**src/rtl/alm_pkg.sv**
```systemverilog
package alm_pkg;
  localparam int NFIELD = 4;
  localparam int FLD_SEC  = 0;
  localparam int FLD_MIN  = 1;
  localparam int FLD_HOUR = 2;
  localparam int FLD_DAY  = 3;

  typedef enum logic [2:0] {
    RATE_MONTH = 3'd0,
    RATE_DAY   = 3'd1,
    RATE_HOUR  = 3'd2,
    RATE_MIN   = 3'd3,
    RATE_SEC   = 3'd4
  } rate_e;
  localparam int NRATE = 5;

  // Bits of a field that carry its BCD value.
  function automatic logic [7:0] keep_bits(input int idx);
    return (idx == FLD_SEC || idx == FLD_MIN) ? 8'h7F : 8'h3F;
  endfunction

  // Tens*10 + units of the kept bits.
  function automatic logic [6:0] bcd_dec(input logic [7:0] v, input logic [7:0] keep);
    logic [7:0] t;
    logic [6:0] hi;
    logic [6:0] lo;
    t  = v & keep;
    hi = {3'b000, t[7:4]};
    lo = {3'b000, t[3:0]};
    return hi * 7'd10 + lo;
  endfunction

  // Range check of a write for the given field.
  function automatic logic field_ok(input int idx, input logic [7:0] v);
    logic [6:0] d;
    d = bcd_dec(v, keep_bits(idx));
    case (idx)
      FLD_SEC, FLD_MIN: return d <= 7'd59;
      FLD_HOUR:         return d <= 7'd23;
      default:          return (d >= 7'd1) && (d <= 7'd31);
    endcase
  endfunction

  // Mask pattern {day,hour,min,sec} to repeat rate.
  function automatic rate_e rate_of(input logic [3:0] m);
    case (m)
      4'b0000: return RATE_MONTH;
      4'b1000: return RATE_DAY;
      4'b1100: return RATE_HOUR;
      4'b1110: return RATE_MIN;
      default: return RATE_SEC;
    endcase
  endfunction

  // Fields taking part in the comparison, bit i = field i.
  function automatic logic [3:0] fields_used(input rate_e r);
    case (r)
      RATE_MONTH: return 4'b1111;
      RATE_DAY:   return 4'b0111;
      RATE_HOUR:  return 4'b0011;
      RATE_MIN:   return 4'b0001;
      default:    return 4'b0000;
    endcase
  endfunction
endpackage

```
**src/rtl/alm_regfile.sv**
```systemverilog
module alm_regfile
  import alm_pkg::*;
#(
  parameter int DW     = 8,
  parameter int ADDR_W = 2
) (
  input  logic                       clk,
  input  logic                       rst_n,
  input  logic                       wr_en,
  input  logic [ADDR_W-1:0]          wr_sel,
  input  logic [DW-1:0]              wr_data,
  output logic [NFIELD-1:0][DW-1:0]  alm_q,
  output logic                       wr_ok
);
  logic [NFIELD-1:0] ok_vec;
  logic [NFIELD-1:0] hit_vec;

  for (genvar i = 0; i < NFIELD; i++) begin : g_fld
    assign hit_vec[i] = (wr_sel == ADDR_W'(i));
    assign ok_vec[i]  = field_ok(i, wr_data[7:0]);

    always_ff @(posedge clk) begin
      if (!rst_n) begin
        alm_q[i] <= '0;
      end else if (wr_en && hit_vec[i] && ok_vec[i]) begin
        alm_q[i] <= wr_data;
      end
    end
  end

  assign wr_ok = |(hit_vec & ok_vec);
endmodule

```
**src/rtl/alm_rate_decode.sv**
```systemverilog
module alm_rate_decode
  import alm_pkg::*;
#(
  parameter int DW = 8
) (
  input  logic [NFIELD-1:0][DW-1:0] alm_q,
  output rate_e                     rate,
  output logic [NRATE-1:0]          rate_oh
);
  logic [NFIELD-1:0] mask_bits;

  for (genvar i = 0; i < NFIELD; i++) begin : g_mask
    assign mask_bits[i] = alm_q[i][DW-1];
  end

  assign rate = rate_of(mask_bits);

  always_comb begin
    rate_oh = '0;
    rate_oh[rate] = 1'b1;
  end
endmodule

```
**src/rtl/alm_matcher.sv**
```systemverilog
module alm_matcher
  import alm_pkg::*;
#(
  parameter int DW = 8
) (
  input  logic [NFIELD-1:0][DW-1:0] alm_q,
  input  logic [NFIELD-1:0][DW-1:0] now_t,
  input  rate_e                     rate,
  output logic [NFIELD-1:0]         field_eq,
  output logic                      match_hit
);
  logic [NFIELD-1:0] used;

  assign used = fields_used(rate);

  for (genvar i = 0; i < NFIELD; i++) begin : g_cmp
    localparam logic [7:0] KEEP = keep_bits(i);
    assign field_eq[i] = ((alm_q[i][7:0] & KEEP) == (now_t[i][7:0] & KEEP));
  end

  assign match_hit = &(field_eq | ~used);
endmodule

```
**src/rtl/alm_irq_gen.sv**
```systemverilog
module alm_irq_gen (
  input  logic clk,
  input  logic rst_n,
  input  logic tick,
  input  logic match_hit,
  output logic irq
);
  always_ff @(posedge clk) begin
    if (!rst_n) irq <= 1'b0;
    else        irq <= tick & match_hit;
  end
endmodule

```
**src/rtl/alm_match_ctrl.sv**
```systemverilog
module alm_match_ctrl
  import alm_pkg::*;
#(
  parameter int DW     = 8,
  parameter int ADDR_W = 2
) (
  input  logic              clk,
  input  logic              rst_n,
  input  logic              wr_en,
  input  logic [ADDR_W-1:0] wr_sel,
  input  logic [DW-1:0]     wr_data,
  input  logic [ADDR_W-1:0] rd_sel,
  output logic [DW-1:0]     rd_data,
  input  logic              tick,
  input  logic [DW-1:0]     cur_sec,
  input  logic [DW-1:0]     cur_min,
  input  logic [DW-1:0]     cur_hour,
  input  logic [DW-1:0]     cur_mday,
  output logic              irq
);
  logic [NFIELD-1:0][DW-1:0] alm_q;
  logic [NFIELD-1:0][DW-1:0] now_t;
  logic                      wr_ok;
  rate_e                     rate;
  logic [NRATE-1:0]          rate_oh;
  logic [NFIELD-1:0]         field_eq;
  logic                      match_hit;

  assign now_t = {cur_mday, cur_hour, cur_min, cur_sec};

  alm_regfile #(.DW(DW), .ADDR_W(ADDR_W)) u_regs (
    .clk(clk), .rst_n(rst_n), .wr_en(wr_en), .wr_sel(wr_sel),
    .wr_data(wr_data), .alm_q(alm_q), .wr_ok(wr_ok)
  );

  alm_rate_decode #(.DW(DW)) u_rate (
    .alm_q(alm_q), .rate(rate), .rate_oh(rate_oh)
  );

  alm_matcher #(.DW(DW)) u_match (
    .alm_q(alm_q), .now_t(now_t), .rate(rate),
    .field_eq(field_eq), .match_hit(match_hit)
  );

  alm_irq_gen u_irq (
    .clk(clk), .rst_n(rst_n), .tick(tick), .match_hit(match_hit), .irq(irq)
  );

  always_comb begin
    rd_data = '0;
    for (int i = 0; i < NFIELD; i++) begin
      if (rd_sel == ADDR_W'(i)) rd_data = alm_q[i];
    end
  end
endmodule

```
**config.mk**
```make
export PLATFORM = sky130hd
export DESIGN_NAME = alm_match_ctrl
export DESIGN_NICKNAME = d
export VERILOG_FILES = /design/src/rtl/alm_pkg.sv /design/src/rtl/alm_regfile.sv /design/src/rtl/alm_rate_decode.sv /design/src/rtl/alm_matcher.sv /design/src/rtl/alm_irq_gen.sv /design/src/rtl/alm_match_ctrl.sv
export SDC_FILE = /design/constraint.sdc
export NUM_CORES = 1
export LEC_CHECK = 0
export BUFFER_PORTS_ARGS = -buffer_cell sky130_fd_sc_hd__buf_2
export CAP_MARGIN = 30
export CORE_MARGIN = 2
export CORE_UTILIZATION = 30
export CTS_BUF_LIST = sky130_fd_sc_hd__clkbuf_4
export DETAILED_ROUTE_END_ITERATION = 16
export GPL_TIMING_DRIVEN = 1
export PLACE_DENSITY_LB_ADDON = 0.12
export SYNTH_ARGS = -nofsm -noshare
export SYNTH_HDL_FRONTEND = slang
export SYNTH_HIERARCHICAL = 1
export SYNTH_SLANG_ARGS = --single-unit
export TNS_END_PERCENT = 20
```
**constraint.sdc**
```tcl
create_clock -name clk -period 6 [get_ports clk]
set_input_delay 0.3 -clock clk [delete_from_list [all_inputs] [get_ports clk]]
set_output_delay 0.3 -clock clk [all_outputs]
set_load 0.02 [all_outputs]
```
==> summary.md <==
| Metric | Value |
|---|---|
| Status | `finished, final reports clean` |
| Layout cells sized above 1 | `28.63%` |
| Busiest layer in global routing | `met2` |
| M1 GR Usage | `22.71%` |
| Clk_lat worst skew | `0.33 ns` |
| Vias in the first global route | `1667` |
| Relative slew slack | `50.12%` |
| Drc violations | `0` |
| Final setup fails | `0` |
| Worst r2r dst | `u_irq/irq$_SDFF_PN0_` |
| Row count | `30` |
| Vias/cell | `4.687` |
| Max-slew violation count | `0` |
| DIE AREA | `7675 um2` |
| CTS Hold Bufs | `0` |
| Hold Worst Slack | `0.1890 ns` |
| Number of port buffers | `50` |
| # Post-CTS Setup Buffers | `0` |
| Avg WL per Cell | `15.92 um` |
| HP Start | `tick` |
| Final worst path period share | `34.94%` |
| Power Density | `193.8 nW/um2` |
| Clk slew on worst S/H paths | `0.11 ns` |
| Number of clock sinks | `33` |
| Initial Util | `30.87%` |
| First-pass GRT wire length | `8.921 mm` |
| Crit end category | `flip-flop` |
| Startpoint Class | `input port` |
| # IOs | `57` |
| Drt pass-1 iters | `4` |
| GRT Total Usage | `15.65%` |
| RSZ-0062 raised after global routing | `false` |
| YS warnings | `6` |
| GRT Residual Overflow | `0` |
| Initial antenna violation count | `0` |
| Worst Path Required | `6.26 ns` |
| Syn Nets | `269` |
| Worst r2r path cells | `5` |
| Mapped Area | `2097 um2` |
| Achievable Freq | `0.4771 GHz` |
| VDD IR max | `0.00007961 V` |
| Die Y | `87.61 um` |
| CTS resizes | `0` |
| CTS Buf Count | `5` |
| Mapped Cells | `213` |
| Largest net degree at the start of global routing | `42` |
| H-tree depth | `2` |
| R2r startpoint | `u_regs/alm_q[11]$_SDFFE_PN0P_` |
| Max Buffers Root-to-Sink | `2` |
| Final GP Congestion | `0.7352` |
| Avg Inst Size Synth | `9.845 um2` |
| CP Max Fanout | `8` |
| Setup TNS | `0 ns` |
| Max Cap Viol | `0` |
| Chip Width | `87.61 um` |
| Flop2flop setup slack | `4.40 ns` |
| Arrival time at the worst endpoint | `2.35 ns` |
| M3 GR Usage | `3.393%` |
| Core area | `6794 um2` |
| Placed cell count | `351` |
| Hold Path Cell Cnt | `2` |
| Total power | `478.5 uW` |
| Finished Layout Cells | `358` |
| Type of the worst min-delay path | `in -> reg` |
| Final Hold Viols | `0` |
| Layout net count | `318` |
| Routed Antenna Nets | `0` |
| TritonCTS clock tree | `done` |
| P&R area growth vs syn | `17.72%` |
| # fillers | `723` |
| Worst-margin pin slew | `0.7482 ns` |
| Drt first-iter violations | `65` |
| Total Wirelength | `5.698 mm` |
| Met2 Resource Use GR | `24.10%` |
| Lkg Pwr | `0.001012 uW` |
| Vias | `1678` |
| Min Tclk post-route | `2.096 ns` |
| Min-Delay Endpoint | `u_irq/irq$_SDFF_PN0_` |
| WS Path Type | `in -> reg` |
| CTS root buf | `clkbuf_4` |
| Skew final | `0.009298 ns` |
| Antenna cell count | `0` |
| DP HPWL | `4.221 mm` |
layer usage:
metal / routed length [um] / part of all wire, %
met5: 0 / 0
met4: 36 / 0.63
met3: 353 / 6.2
met2: 2547 / 45
met1: 2761 / 48
power by group:
| group | internal (uW) | switching [uW] | leakage [uW] |
|---|---|---|---|
| Combinational | 54.3 | 62.8 | 0.000715 |
| Clock | 47.1 | 77.4 | 0.0000292 |
| Sequential | 228 | 8.48 | 0.000268 |
state kept, by name (all words and copies together) (netlist names):
name,flops
u_irq/irq,1
u_regs/alm_q,32
cell type report:
class                   instances  area, um2  area share, %
clock inverters                 1      3.754         0.1521
flip-flops and latches         33      660.6          26.76
well taps                      96      120.1          4.866
multi-input cells             161       1336          54.13
repair buffers                 52      269.0          10.90
clock buffers                   6      45.04          1.825
inverters                       9      33.78          1.368
stage by stage:
stage | worst slack (ns) | utilization (%) | area (um2)
after floorplan | 3.933 | - | 2097
after global placement | 3.027 | 35.45 | 2409
after detailed placement | 3.545 | 35.62 | 2420
after CTS | 3.893 | 36.34 | 2469
after global routing | 3.779 | 36.34 | 2469
final | 3.904 | 36.34 | 2469
worst max-delay path, cell delays in order:
cell,delay (ns)
buf_2,0.14
ha_1,0.20
inv_1,0.06
fa_1,0.43
xnor2_1,0.18
a221oi_2,0.25
o22ai_2,0.17
nor2_4,0.39
mux2i_1,0.24
worst max-delay path by stage:
stage | from | to | slack, ns
after global placement | wr_data[4] | u_regs/alm_q[1]$_SDFFE_PN0P_ | 3.03
after CTS | wr_data[4] | u_regs/alm_q[6]$_SDFFE_PN0P_ | 3.89
after global routing | wr_data[4] | u_regs/alm_q[0]$_SDFFE_PN0P_ | 3.78
after detailed placement | wr_data[4] | u_regs/alm_q[6]$_SDFFE_PN0P_ | 3.54
after floorplan | wr_data[1] | u_regs/alm_q[0]$_SDFFE_PN0P_ | 3.93
final | wr_data[4] | u_regs/alm_q[13]$_SDFFE_PN0P_ | 3.90
cell usage in the layout (no fill, tap or decap), types with 2 or more instances in the layout:
cell type	count
mux4_2	8
buf_2	50
and3_1	3
o31a_1	2
a21o_1	2
nor2_1	4
a211o_1	2
o21a_1	2
ha_1	7
nand4_1	4
inv_1	9
nand3_1	2
nor3b_1	2
dfxtp_1	33
mux2i_1	33
clkbuf_4	6
xor2_1	13
a21oi_2	2
nand2_1	43
xnor2_1	16
a21oi_1	4
Power figures use the tool's default switching activity.
